**src/rtl/sob_pkg.sv**
```systemverilog
package sob_pkg;

  // Strobes from control to datapath.
  typedef struct packed {
    logic push;        // store accepted into the queue
    logic pop;         // head store accepted by memory
    logic ldCapture;   // latch load address
    logic fwdCapture;  // latch forwarded store data as response
    logic memCapture;  // latch memory read data as response
  } sobStrobes_t;

  typedef enum logic [1:0] {
    LD_IDLE,
    LD_WAIT,
    LD_READ,
    LD_OUT
  } ldState_t;

  typedef enum logic [1:0] {
    OWN_NONE,
    OWN_LOAD,
    OWN_STORE
  } memOwner_t;

endpackage

```
**src/rtl/sob_datapath.sv**
```systemverilog
module sob_datapath
  import sob_pkg::*;
#(
  parameter int DEPTH  = 8,
  parameter int ADDR_W = 16,
  parameter int DATA_W = 32,
  localparam int PTR_W = (DEPTH > 1) ? $clog2(DEPTH) : 1,
  localparam int CNT_W = $clog2(DEPTH + 1)
) (
  input  logic              clk,
  input  logic              rstN,
  input  sobStrobes_t       strobes,
  input  logic [ADDR_W-1:0] stAddr,
  input  logic [DATA_W-1:0] stData,
  input  logic [ADDR_W-1:0] ldAddr,
  input  logic [DATA_W-1:0] memRspData,
  output logic [CNT_W-1:0]  count,
  output logic [ADDR_W-1:0] headAddr,
  output logic [DATA_W-1:0] headData,
  output logic              fwdHit,
  output logic [DATA_W-1:0] fwdData,
  output logic [ADDR_W-1:0] ldAddrQ,
  output logic [DATA_W-1:0] rspData
);

  logic [ADDR_W-1:0] entAddr [DEPTH];
  logic [DATA_W-1:0] entData [DEPTH];
  logic [PTR_W-1:0]  head, tail;

  function automatic logic [PTR_W-1:0] nextPtr(input logic [PTR_W-1:0] p);
    return (int'(p) == DEPTH - 1) ? '0 : p + 1'b1;
  endfunction

  always_ff @(posedge clk) begin
    if (strobes.push) begin
      entAddr[tail] <= stAddr;
      entData[tail] <= stData;
    end
  end

  always_ff @(posedge clk) begin
    if (!rstN) begin
      head  <= '0;
      tail  <= '0;
      count <= '0;
    end else begin
      if (strobes.push) tail <= nextPtr(tail);
      if (strobes.pop)  head <= nextPtr(head);
      case ({strobes.push, strobes.pop})
        2'b10:   count <= count + 1'b1;
        2'b01:   count <= count - 1'b1;
        default: count <= count;
      endcase
    end
  end

  assign headAddr = entAddr[head];
  assign headData = entData[head];

  // Age-ordered search from head; a younger match overrides an older one.
  always_comb begin
    int slot;
    fwdHit  = 1'b0;
    fwdData = '0;
    for (int age = 0; age < DEPTH; age++) begin
      slot = int'(head) + age;
      if (slot >= DEPTH) slot = slot - DEPTH;
      if (CNT_W'(age) < count && entAddr[slot] == ldAddr) begin
        fwdHit  = 1'b1;
        fwdData = entData[slot];
      end
    end
  end

  always_ff @(posedge clk) begin
    if (!rstN) begin
      ldAddrQ <= '0;
      rspData <= '0;
    end else begin
      if (strobes.ldCapture)  ldAddrQ <= ldAddr;
      if (strobes.fwdCapture) rspData <= fwdData;
      if (strobes.memCapture) rspData <= memRspData;
    end
  end

  // control never pushes into a full queue
  assert_push_not_full_R1: assert property (@(posedge clk) disable iff (!rstN)
    strobes.push && !strobes.pop |-> count < CNT_W'(DEPTH));

  // control never pops an empty queue
  assert_pop_not_empty_R2: assert property (@(posedge clk) disable iff (!rstN)
    strobes.pop |-> count != '0);

endmodule

```
**src/rtl/sob_control.sv**
```systemverilog
module sob_control
  import sob_pkg::*;
#(
  parameter int DEPTH = 8,
  localparam int CNT_W = $clog2(DEPTH + 1)
) (
  input  logic             clk,
  input  logic             rstN,
  input  logic             modeTso,
  input  logic             fenceReq,
  input  logic             stValid,
  input  logic             ldValid,
  input  logic             rspReady,
  input  logic             memReqReady,
  input  logic             memRspValid,
  input  logic [CNT_W-1:0] count,
  input  logic             fwdHit,
  output logic             stReady,
  output logic             ldReady,
  output logic             rspValid,
  output logic             fenceDone,
  output logic             memReqValid,
  output logic             memReqWrite,
  output sobStrobes_t      strobes
);

  ldState_t  ldState;
  memOwner_t owner;
  logic      effTso, ldTsoQ, fencing;
  logic      empty, full, ldAccept, stAccept, ldForward;
  logic      loadEligible, grantLoad, grantStore, memAccept;

  assign empty = (count == '0);
  assign full  = (count == CNT_W'(DEPTH));

  assign ldReady  = (ldState == LD_IDLE) && !fencing;
  assign stReady  = !full && !fencing && (ldState != LD_WAIT);
  assign ldAccept = ldValid && ldReady;
  assign stAccept = stValid && stReady;
  assign ldForward = ldAccept && effTso && fwdHit;

  // Strict loads wait for an empty queue; relaxed loads go when the port is free.
  assign loadEligible = (ldState == LD_WAIT) && (ldTsoQ || empty);
  assign grantLoad  = (owner == OWN_LOAD)  || (owner == OWN_NONE && loadEligible);
  assign grantStore = (owner == OWN_STORE) || (owner == OWN_NONE && !loadEligible && !empty);
  assign memReqValid = grantLoad || grantStore;
  assign memReqWrite = grantStore;
  assign memAccept   = memReqValid && memReqReady;

  assign rspValid = (ldState == LD_OUT);

  always_comb begin
    strobes            = '0;
    strobes.push       = stAccept;
    strobes.pop        = memAccept && grantStore;
    strobes.ldCapture  = ldAccept;
    strobes.fwdCapture = ldForward;
    strobes.memCapture = (ldState == LD_READ) && memRspValid;
  end

  always_ff @(posedge clk) begin
    if (!rstN) begin
      owner <= OWN_NONE;
    end else if (memReqValid && !memReqReady) begin
      owner <= grantLoad ? OWN_LOAD : OWN_STORE;
    end else begin
      owner <= OWN_NONE;
    end
  end

  always_ff @(posedge clk) begin
    if (!rstN) begin
      ldState <= LD_IDLE;
      ldTsoQ  <= 1'b0;
    end else begin
      if (ldAccept) ldTsoQ <= effTso;
      case (ldState)
        LD_IDLE: if (ldAccept) ldState <= ldForward ? LD_OUT : LD_WAIT;
        LD_WAIT: if (grantLoad && memReqReady) ldState <= LD_READ;
        LD_READ: if (memRspValid) ldState <= LD_OUT;
        LD_OUT:  if (rspReady) ldState <= LD_IDLE;
        default: ldState <= LD_IDLE;
      endcase
    end
  end

  always_ff @(posedge clk) begin
    if (!rstN) begin
      effTso    <= 1'b0;
      fencing   <= 1'b0;
      fenceDone <= 1'b0;
    end else begin
      if (empty) effTso <= modeTso;
      fenceDone <= fencing && empty;
      if (fenceReq)              fencing <= 1'b1;
      else if (fencing && empty) fencing <= 1'b0;
    end
  end

  // a stalled request keeps its kind
  assert_req_kind_hold_R3: assert property (@(posedge clk) disable iff (!rstN)
    memReqValid && !memReqReady |=> memReqValid && $stable(memReqWrite));

  // a strict-mode read goes out only with an empty queue
  assert_strict_read_empty_R4: assert property (@(posedge clk) disable iff (!rstN)
    memReqValid && !memReqWrite && !ldTsoQ |-> empty);

  // a forwarded load answers in the next cycle
  assert_forward_answers_R6: assert property (@(posedge clk) disable iff (!rstN)
    ldForward |=> rspValid);

  // completion flag lasts one cycle and only with an empty queue
  assert_fence_pulse_R8: assert property (@(posedge clk) disable iff (!rstN)
    fenceDone |=> !fenceDone);
  assert_fence_empty_R8: assert property (@(posedge clk) disable iff (!rstN)
    fenceDone |-> empty);

  // response held until taken
  assert_resp_hold_R9: assert property (@(posedge clk) disable iff (!rstN)
    rspValid && !rspReady |=> rspValid);

endmodule

```
**src/rtl/store_order_buf.sv**
```systemverilog
module store_order_buf
  import sob_pkg::*;
#(
  parameter int DEPTH  = 8,
  parameter int ADDR_W = 16,
  parameter int DATA_W = 32
) (
  input  logic              clk,
  input  logic              rstN,
  input  logic              modeTso,
  input  logic              fenceReq,
  output logic              fenceDone,
  input  logic              stValid,
  output logic              stReady,
  input  logic [ADDR_W-1:0] stAddr,
  input  logic [DATA_W-1:0] stData,
  input  logic              ldValid,
  output logic              ldReady,
  input  logic [ADDR_W-1:0] ldAddr,
  output logic              rspValid,
  input  logic              rspReady,
  output logic [DATA_W-1:0] rspData,
  output logic              memReqValid,
  input  logic              memReqReady,
  output logic              memReqWrite,
  output logic [ADDR_W-1:0] memReqAddr,
  output logic [DATA_W-1:0] memReqData,
  input  logic              memRspValid,
  input  logic [DATA_W-1:0] memRspData
);

  localparam int CNT_W = $clog2(DEPTH + 1);

  sobStrobes_t       strobes;
  logic [CNT_W-1:0]  count;
  logic [ADDR_W-1:0] headAddr, ldAddrQ;
  logic [DATA_W-1:0] headData, fwdData;
  logic              fwdHit;

  sob_control #(.DEPTH(DEPTH)) uCtrl (
    .clk(clk), .rstN(rstN), .modeTso(modeTso), .fenceReq(fenceReq),
    .stValid(stValid), .ldValid(ldValid), .rspReady(rspReady),
    .memReqReady(memReqReady), .memRspValid(memRspValid),
    .count(count), .fwdHit(fwdHit),
    .stReady(stReady), .ldReady(ldReady), .rspValid(rspValid),
    .fenceDone(fenceDone), .memReqValid(memReqValid),
    .memReqWrite(memReqWrite), .strobes(strobes)
  );

  sob_datapath #(.DEPTH(DEPTH), .ADDR_W(ADDR_W), .DATA_W(DATA_W)) uData (
    .clk(clk), .rstN(rstN), .strobes(strobes),
    .stAddr(stAddr), .stData(stData), .ldAddr(ldAddr),
    .memRspData(memRspData), .count(count),
    .headAddr(headAddr), .headData(headData),
    .fwdHit(fwdHit), .fwdData(fwdData),
    .ldAddrQ(ldAddrQ), .rspData(rspData)
  );

  assign memReqAddr = memReqWrite ? headAddr : ldAddrQ;
  assign memReqData = memReqWrite ? headData : '0;

  // stalled request payload stays put
  assert_req_payload_hold_R3: assert property (@(posedge clk) disable iff (!rstN)
    memReqValid && !memReqReady |=> $stable(memReqAddr) && $stable(memReqData));

  // response data stays put while waiting
  assert_resp_data_hold_R9: assert property (@(posedge clk) disable iff (!rstN)
    rspValid && !rspReady |=> $stable(rspData));

endmodule

```
**config.mk**
```make
export PLATFORM = sky130hd
export DESIGN_NAME = store_order_buf
export DESIGN_NICKNAME = d
export VERILOG_FILES = /design/src/rtl/sob_pkg.sv /design/src/rtl/sob_datapath.sv /design/src/rtl/sob_control.sv /design/src/rtl/store_order_buf.sv
export SDC_FILE = /design/constraint.sdc
export NUM_CORES = 1
export LEC_CHECK = 0
export BUFFER_PORTS_ARGS = -buffer_cell sky130_fd_sc_hd__buf_2
export CORE_MARGIN = 4
export CORE_UTILIZATION = 45
export CTS_CLUSTER_SIZE = 10
export DETAILED_ROUTE_END_ITERATION = 7
export SLEW_MARGIN = 20
export SYNTH_ARGS = -nofsm -noshare
export SYNTH_HDL_FRONTEND = slang
export SYNTH_SLANG_ARGS = --single-unit
```
**constraint.sdc**
```tcl
create_clock -name clk -period 6.9 [get_ports clk]
set_input_delay 0.69 -clock clk [delete_from_list [all_inputs] [get_ports clk]]
set_output_delay 0.69 -clock clk [all_outputs]
set_load 0.01 [all_outputs]
```
-- Word-level counts from Yosys, hierarchy flattened
Memories as Yosys holds them, arrays and structs flattened. A register that Yosys moved wholly into a read port is not among the register bits.
Cells that the tools add are included.
- flip-flop bits (word level): 66
- word-level logic and storage cells: 159
- memories kept: 2
- output and inout port bits: 86
- RAM bits: 384
- memories (memory ; depth ; width ; rd ports ; clocked after Yosys merged registers in ; write ports ; RTL line ; source):
    uData.entData ; 8 ; 32 ; 9 ; 1 ; 1 ; sob_datapath.sv:27 ; logic [DATA_W-1:0] entData [DEPTH];
    uData.entAddr ; 8 ; 16 ; 9 ; 1 ; 1 ; sob_datapath.sv:26 ; logic [ADDR_W-1:0] entAddr [DEPTH];
- equality and inequality tests: 23
- reductions and logical operators: 42
- $add $sub $neg: 19
- muxes and demuxes: 46
- $lt $le $gt $ge: 16
- operators with widths (kind ; number):
    two-way mux 32 bit ; 11
    equality test 16 bit ; 8
    two-way mux 3 bit ; 14
    >= comparator 4 bit, second input constant ; 7
    logical AND 1 bit ; 25
    subtractor 3 x 1 -> 3 bit, second input constant ; 8
    adder 3 x 3 -> 4 bit, second input constant ; 4
    < comparator 3 x 4 -> 1 bit, first input constant ; 4
    two-way mux 16 bit ; 1
    two-way mux 1 bit ; 12
    two-way mux 2 bit ; 6
    adder 3 x 2 -> 4 bit, second input constant ; 2
    equality test 2 bit, second input constant ; 4
    < comparator 1 x 4 -> 1 bit, first input constant ; 2
    < comparator 2 x 4 -> 1 bit, first input constant ; 2
    case mux 2 bit (4 select lines) ; 1
    case mux 4 bit (2 select lines) ; 1
    adder 3 x 1 -> 3 bit, second input constant ; 2
    equality test 2 x 1 -> 1 bit, second input constant ; 3
    equality test 3 x 1 -> 1 bit, second input constant ; 2
    != test 2 x 1 -> 1 bit, second input constant ; 3
    nonzero test 2 bit ; 3
    logical NOT 1 bit ; 5
    adder 3 x 1 -> 4 bit, second input constant ; 1
    10 further kinds ; 15

-- Logic depth before layout (Yosys ltp)
Gate-level depths: netlist of the first run.
An unclocked memory read counts as a cell.
- depth in word-level cells: 17
- depth in mapped cells: 20

-- Cells and area by module
From an unflattened synthesis of the first run, not the netlist that was laid out.
- cell total of the unflattened synthesis: 3509
- area total of the unflattened synthesis: 39874.5 um^2
- by module, submodules not included (module ; area an instance (um^2) ; cells an instance ; times used):
    sob_datapath ; 38898.6 ; 3392 ; 1
    sob_control ; 545.5 ; 64 ; 1
    store_order_buf ; 430.4 ; 53 ; 1

-- Least setup slack after synthesis of the first run
OpenSTA, ideal clock, no wires.
- path kind: register -> register
- start: register uData.count[0]
- end: memory uData.entAddr[0][0], enable pin
- required time: 6.326 ns
- path slack: 0.237 ns
- arrival time: 6.089 ns
- stages on the path, launching flop included: 8
- buffers on the path: 0
- cell sequence: dfxtp_1 inv_1 ha_1 nand2_1 nor2_1 nor3_1 nand2_1 nor4_1
- word-level cells in the longest chain between the ends: 7
- ends and longest elaborated chain (what ; RTL line ; source):
    start: declaration ; sob_datapath.sv:17 ; output logic [CNT_W-1:0] count,
    start signal: assignment ; sob_datapath.sv:50 ; 2'b10: count <= count + 1'b1;
    start signal: assignment ; sob_datapath.sv:51 ; 2'b01: count <= count - 1'b1;
    start signal: assignment ; sob_datapath.sv:52 ; default: count <= count;
    equality test 4 bit ; sob_control.sv:34 ; assign full = (count == CNT_W'(DEPTH));
    logical NOT 1 bit ; sob_control.sv:37 ; assign stReady = !full && !fencing && (ldState != LD_WAIT);
    logical AND 1 bit (2 in a row) ; sob_control.sv:37 ;
    via stReady ; store_order_buf.sv:14 ; output logic stReady,
    logical AND 1 bit ; sob_control.sv:39 ; assign stAccept = stValid && stReady;
    two-way mux 1 bit ; sob_datapath.sv:35 ; if (strobes.push) begin
    two-way mux 1 bit (implied by the code) ; sob_datapath.sv:36 ; entAddr[tail] <= stAddr;
    end: declaration ; sob_datapath.sv:26 ;
The timed path passes the listed nets, and every way through them passes these cells.

-- Worst setup path after layout of the first run
- start: register uData.head[1]
- end: register uData.rspData[19]
- word-level cells in the longest chain between the ends: 15
- ends and longest elaborated chain (what ; RTL line ; source):
    start: declaration ; sob_datapath.sv:28 ; logic [PTR_W-1:0] head, tail;
    start signal: assignment ; sob_datapath.sv:48 ; if (strobes.pop) head <= nextPtr(head);
    adder 3 x 1 -> 4 bit, or another cell as far along ; sob_datapath.sv:66 ; slot = int'(head) + age;
    >= comparator 4 bit, or another cell as far along ; sob_datapath.sv:67 ; if (slot >= DEPTH) slot = slot - DEPTH;
    two-way mux 3 bit or memory read (8 x 16 bit) (tied branches) ; -- ;
    memory read (8 x 16 bit) or equality test 16 bit (tied branches) ; -- ;
    equality test 16 bit or logical AND 1 bit (tied branches) ; sob_datapath.sv:68 ; if (CNT_W'(age) < count && entAddr[slot] == ldAddr) begin
    logical AND 1 bit, or another cell as far along ; sob_datapath.sv:68 ;
    two-way mux 32 bit or two-way mux 1 bit (tied branches) (7 in a row) ; sob_datapath.sv:68 ;
    two-way mux 32 bit or logical AND 1 bit (tied branches) ; sob_datapath.sv:81, sob_control.sv:40 ;
    two-way mux 32 bit or nonzero test 2 bit (tied branches) ; -- ;
    end signal: assignment ; sob_datapath.sv:81 ; if (strobes.fwdCapture) rspData <= fwdData;
    end signal: assignment ; sob_datapath.sv:82 ; if (strobes.memCapture) rspData <= memRspData;
    end: declaration ; sob_datapath.sv:23 ; output logic [DATA_W-1:0] rspData
Several ways; a longest one is shown, not always the timed one. The select of a mux whose other input is x is not followed.
A chain may end at the register's enable or synchronous reset.

==> metrics.cfg, run 1 <==
[global_routing]
grt_pass1_vias = 27095
grt_pass1_wl_um = 183000
grt_max_degree = 131
grt_overflow = 0
grt_usage = 0.296
antenna_found_initial = 12

[timing]
fin_ws_ns = 1.31
max_freq_mhz = 179
worstMarginPinSlew_ns = 1.12
grt_setup_unrepaired = false
relSlewSlack = 0.253
fin_worst_skew_ns = 0.0621
hold_violations = 0
setup_viol = 0
post-route-period-util = 0.810
slew_violations = 0
fin_tns_setup_ns = 0
period_needed_ns = 5.59

[route]
drc = 0
routedWlPerCell_um = 32.2
drtIter0Drc = 3629
ant_nets = 0
detail_route.wirelength_um = 125000
vias = 27627
drt-vias-per-instance = 7.10
first_pass_iters = 6

[power]
power_frac_clock = 0.198
power.density_mw_per_mm2 = 352
ir_drop_v = 0.000305
power_leakage_nw = 11.8
swShare = 0.412
pwr-share-seq = 0.247
p_total_w = 0.0138
internal-power_w = 0.00808
pwr-share-comb = 0.555
p_sw_w = 0.00567

[logic_synthesis]
synth-compound-area-share = 0.103
ys_ff_latch = 453
ys_seq_area_frac = 0.364
syn-num-nets = 2858
synthSimpleGateAreaFrac = 0.0805
synth_fa_ha_area_frac = 0.00494
synth.avg_cell_area_um2 = 13.0
synth_top_family_by_area = multiplexers
synth-edff-count = 384
muxShareOfSynthArea = 0.379
netlist_area_mm2 = 0.0355
ys.flop_type = edfxtp_1
synth_cell_type_count = 76
async_reset_ff_frac = 0
synth_warnings = 0
synth_xor_area_frac = 0.0311
synthCells = 2739

[worst_setup_path]
crit_type = flip-flop to flip-flop
reg2reg_depth = 14
start_kind = flip-flop
worstPathMaxFanout = 30
regToRegSetupSlack_ns = 1.31
path_cells = inv_1, ha_4, buf_12, mux4_2, xor2_1, or3_1, o21ai_0, nand4_1, o32ai_4, buf_4, a31oi_1, a221oi_2, a211o_1, a21oi_2
reg2reg_to = uData.rspData[19]$_SDFFE_PN0P_
critPathArrivalTime_ns = 6.10
crit_path_end_kind = flip-flop
cp_slowest_stage_delay_ns = 1.01
cp_slowest_cell = o32ai_4
regToRegStartpoint = uData.head[1]$_SDFFE_PN0P_
cp_data_required_time_ns = 7.41

[min_path]
hp-start = memReqReady
hold_end = uCtrl.owner[1]$_SDFF_PN0_
whs_path_depth = 2
holdCritPathClass = input pin to flip-flop

[clock_tree]
insertion_delay_ns = 0.65
cts_made_buffers = 54
cts_hold_buffers = 0
clkTransAtPathRegs_ns = 0.06
root_buffer = clkbuf_16
clk_path_buf_depth = 3
cts_resized = 0
cts_tree = built
cts_sinks = 453
htreeDepth = 2
cts_setup_buffers = 0

[flow_run]
maxCapViolations = 0

[floorplan]
core.rowCount = 102
die_h_um = 289
start_util = 0.456
die_area_mm2 = 0.0834
core_mm2 = 0.0778
fp.dieW_um = 289
ioPinCount = 191

[final_layout]
syn2layout_area_growth_pct = 10.2
final_layout_size_suffix_gt1_frac = 0.347
design_area_mm2 = 0.0391
mostFrequentLayoutCells = mux4_2, edfxtp_1, nand2_1
final_common_cell = mux4_2
finalNetCount = 2913
final_util = 0.502

[place]
hpwl_um = 81700
dp_slack_ns = 1.47
postPlaceCellArea_mm2 = 0.0374
portBuffers = 190
finalWeightedCongestion = 0.968

[outcome]
status = complete, no violations

[critical path, delay by kind of cell, from the launching register on]
family                   cells  cell delay (ns)
buffers and inverters        3             0.88
AND/OR/NAND/NOR              2             0.68
adder cells (fa/ha/maj)      1             0.61
XOR/XNOR                     1             0.16
multiplexers                 1             0.37
AO/OA/AOI/OAI                6             1.99
flip-flops                   1             0.72
[through the flow]
stage	instances	hold WS, ns
final	3891	0.268
after global routing	3885	0.273
after CTS	3879	0.244
after detailed placement	3778	0.458
after global placement	3777	0.449
after floorplan	2739	0.441
[layout make-up]
cell class | instances | area [um^2]
clock inverters | 10 | 97.6
inverters | 24 | 90.1
fillers | 6708 | 38800
clock buffers | 91 | 1570
repair buffers | 263 | 1610
flip-flops and latches | 453 | 12900
diodes | 12 | 30.0
multi-input cells | 1998 | 21500
well taps | 1040 | 1300
[sequential cells by signal, indices dropped and copies added, names as in the netlist, 2 cells and up, named ones only]
name           count
uCtrl.owner        2
uCtrl.ldState      2
uData.count        4
uData.ldAddrQ     16
uData.head         3
uData.tail         3
uData.rspData     32
uData.entData    256
uData.entAddr    128
[power groups by stage]
| stage | clock network, W | logic (W) | registers, W |
|---|---|---|---|
| 6_report | 0.00272 | 0.00764 | 0.00339 |
| 2_1_floorplan | 0 | 0.00570 | 0.00330 |
| 3_5_place_dp | 0 | 0.00753 | 0.00344 |
| 4_1_cts | 0.00277 | 0.00757 | 0.00339 |
| 5_1_grt | 0.00288 | 0.00813 | 0.00342 |
| 3_3_place_gp | 0 | 0.00746 | 0.00343 |
[synth_stat cells (64+ instances only)]
| library cell | number | area share |
|---|---|---|
| edfxtp_1 | 384 | 0.32 |
| dfxtp_1 | 69 | 0.039 |
| mux2i_1 | 242 | 0.068 |
| o21ai_0 | 126 | 0.018 |
| mux4_2 | 453 | 0.29 |
| a31oi_1 | 65 | 0.011 |
| mux2_2 | 68 | 0.022 |
| nand2_1 | 248 | 0.026 |
| clkbuf_1 | 125 | 0.013 |
| buf_2 | 77 | 0.011 |
| xnor2_1 | 88 | 0.022 |
| nand3_1 | 64 | 0.0090 |
| nor2_1 | 155 | 0.016 |
[cell families after synthesis]
logic type	after synthesis
mux	765
simple gates	621
compound gates	472
flops	453
buf+inv	288
xor+xnor	126
fa+ha+maj	14
[how the worst max path moves through the flow]
stage | from | to | slack (ns) | cells past startpoint
final | uData.head[1]$_SDFFE_PN0P_ | uData.rspData[19]$_SDFFE_PN0P_ | 1.31 | 14
after global routing | uData.head[0]$_SDFFE_PN0P_ | uData.rspData[3]$_SDFFE_PN0P_ | 1.18 | 12
after CTS | uData.head[1]$_SDFFE_PN0P_ | uData.rspData[19]$_SDFFE_PN0P_ | 1.43 | 14
after detailed placement | uData.head[1]$_SDFFE_PN0P_ | uData.rspData[15]$_SDFFE_PN0P_ | 1.47 | 14
after global placement | uData.head[1]$_SDFFE_PN0P_ | uData.rspData[19]$_SDFFE_PN0P_ | 1.49 | 14
after floorplan | uData.count[0]$_SDFFE_PN0P_ | uData.entAddr[0][0]$_DFFE_PP_ | 0.24 | 7
[per-layer routing]
layer	up-vias	global-route usage	wire length, um
met5	-	0	13
met4	2	0.112	5480
met3	367	0.0713	14000
met2	1957	0.468	58300
met1	14027	0.399	47700
li1	11274	-	-
Power figures use the tool's default switching activity.
==> inputs of run 2 (changes only) <==
==> constraint.sdc (replaced) <==
create_clock -name clk -period 5.1 [get_ports clk]
set_input_delay 0.51 -clock clk [delete_from_list [all_inputs] [get_ports clk]]
set_output_delay 0.51 -clock clk [all_outputs]
set_load 0.01 [all_outputs]
==> metrics.cfg, run 2 (same netlist as run 1, synthesis figures left out) <==
[timing]
fin_worst_skew_ns = 0.0541
setup_viol = 0
grt_setup_unrepaired = false
post-route-period-util = 0.939
relSlewSlack = 0.263
period_needed_ns = 4.79
hold_violations = 0
max_freq_mhz = 209
worstMarginPinSlew_ns = 1.10
slew_violations = 0
fin_tns_setup_ns = 0

[clock_tree]
cts_resized = 0
clk_path_buf_depth = 3
clkTransAtPathRegs_ns = 0.06
cts_hold_buffers = 0
cts_sinks = 453
htreeDepth = 2
cts_setup_buffers = 0
root_buffer = clkbuf_16
cts_tree = built
insertion_delay_ns = 0.66
cts_made_buffers = 56

[route]
drc = 0
ant_nets = 0
drt-vias-per-instance = 7.16
drtIter0Drc = 3868
first_pass_iters = 8
vias = 27994
routedWlPerCell_um = 32.2
detail_route.wirelength_um = 126000

[min_path]
hp-start = memReqReady
holdCritPathClass = input pin to flip-flop
hold_end = uCtrl.owner[1]$_SDFF_PN0_
whs_path_depth = 2

[floorplan]
start_util = 0.456
core_mm2 = 0.0778
core.rowCount = 102
die_h_um = 289
die_area_mm2 = 0.0834
ioPinCount = 191
fp.dieW_um = 289

[final_layout]
mostFrequentLayoutCells = mux4_2, edfxtp_1, nand2_1
design_area_mm2 = 0.0394
largest_reg_flops = 256
final_layout_size_suffix_gt1_frac = 0.353
finalNetCount = 2935
top_register = uData.entData
syn2layout_area_growth_pct = 11.1
reg_top3 = uData.entData: 256 flops, uData.entAddr: 128 flops, uData.rspData: 32 flops
final_common_cell = mux4_2

[global_routing]
use_met3 = 0.0615
grt_max_degree = 117
grt_pass1_wl_um = 184000
grt_usage = 0.296
use_met2 = 0.468
grt_overflow = 0
use_met1 = 0.400
gr-max-usage-layer = met2
antenna_found_initial = 8
grt_pass1_vias = 27720

[flow_run]
maxCapViolations = 0

[outcome]
status = complete, no violations

[worst_setup_path]
worstPathMaxFanout = 20
path_cells = clkinv_1, ha_4, buf_12, buf_4, mux4_1, a22o_1, nor4b_1, o211ai_1, a211oi_1, nand4b_1, nand2b_1, buf_4, o21ai_0, a211o_1, a21oi_2
crit_start = uData.head[0]$_SDFFE_PN0P_
crit_path_frequent_cell = buf_4
crit_type = flip-flop to flip-flop
reg2reg_to = uData.rspData[26]$_SDFFE_PN0P_
cp_slowest_stage_delay_ns = 0.57
regToRegSetupSlack_ns = 0.31
crit_path_end_kind = flip-flop
critPathArrivalTime_ns = 5.36
cp_data_required_time_ns = 5.68
reg2reg_depth = 15
start_kind = flip-flop
regToRegStartpoint = uData.head[0]$_SDFFE_PN0P_
cp_slowest_cell = nor4b_1

[power]
power_leakage_nw = 11.9
p_total_w = 0.0188
ir_drop_v = 0.000403
power.density_mw_per_mm2 = 477

[place]
hpwl_um = 80800
finalWeightedCongestion = 1.04
postPlaceCellArea_mm2 = 0.0377
portBuffers = 190

[run 2: changes by cell type in the layout (fill, tap and decap cells not counted), moves of 3 or more]
cell	previous run	this run
buf_12	8	17
diode_2	12	6
clkinv_2	4	7
buf_4	63	75
[run 2: report_power, final]
group	switching [W]	total, W	internal, W
sequential	0.000315	0.00457	0.00426
combinational	0.00578	0.0104	0.00466
clock	0.00161	0.00378	0.00217
total	0.00771	0.0188	0.0111
[run 2: stage by stage]
step / instances / utilization / hold slack, ns / setup WS, ns
2_1_floorplan: 2739 / - / 0.441 / -0.261
3_3_place_gp: 3798 / 0.484 / 0.451 / 0.451
3_5_place_dp: 3798 / 0.484 / 0.463 / 0.457
4_1_cts: 3902 / 0.506 / 0.0477 / 0.468
5_1_grt: 3903 / 0.506 / 0.102 / 0.0725
6_report: 3908 / 0.506 / 0.0845 / 0.313
[run 2: final cells by class]
type	count	area, um^2
timing repair buffer	283	1870
clock buffer	90	1580
inverter	24	90.1
sequential	453	12900
clock inverter	14	156
multi-input combinational	1998	21500
tap	1040	1300
antenna	6	15.0
fill	6670	38400
[run 2: worst max path at each step]
stage	slack (ns)	to	cells past startpoint
2_1_floorplan	-0.26	uData.entAddr[2][0]$_DFFE_PP_	7
3_3_place_gp	0.45	uData.rspData[9]$_SDFFE_PN0P_	11
3_5_place_dp	0.46	uData.rspData[9]$_SDFFE_PN0P_	11
4_1_cts	0.47	uData.rspData[9]$_SDFFE_PN0P_	11
5_1_grt	0.07	uData.rspData[30]$_SDFFE_PN0P_	12
6_report	0.31	uData.rspData[26]$_SDFFE_PN0P_	15
[run 2: per-layer routing]
metal  vias up  routed length [um]
met5         -                  37
li1      11332                   -
met3       415               13800
met4         6                5870
met2      2009               58600
met1     14232               47500
[run 2: worst max-delay path: cells and delay by family, from the launching register on]
kind	cells	cell delay, ns
flops	1	0.39
buf+inv	4	0.92
fa+ha+maj	1	0.45
simple gates	3	1.21
compound gates	6	1.29
mux	1	0.41
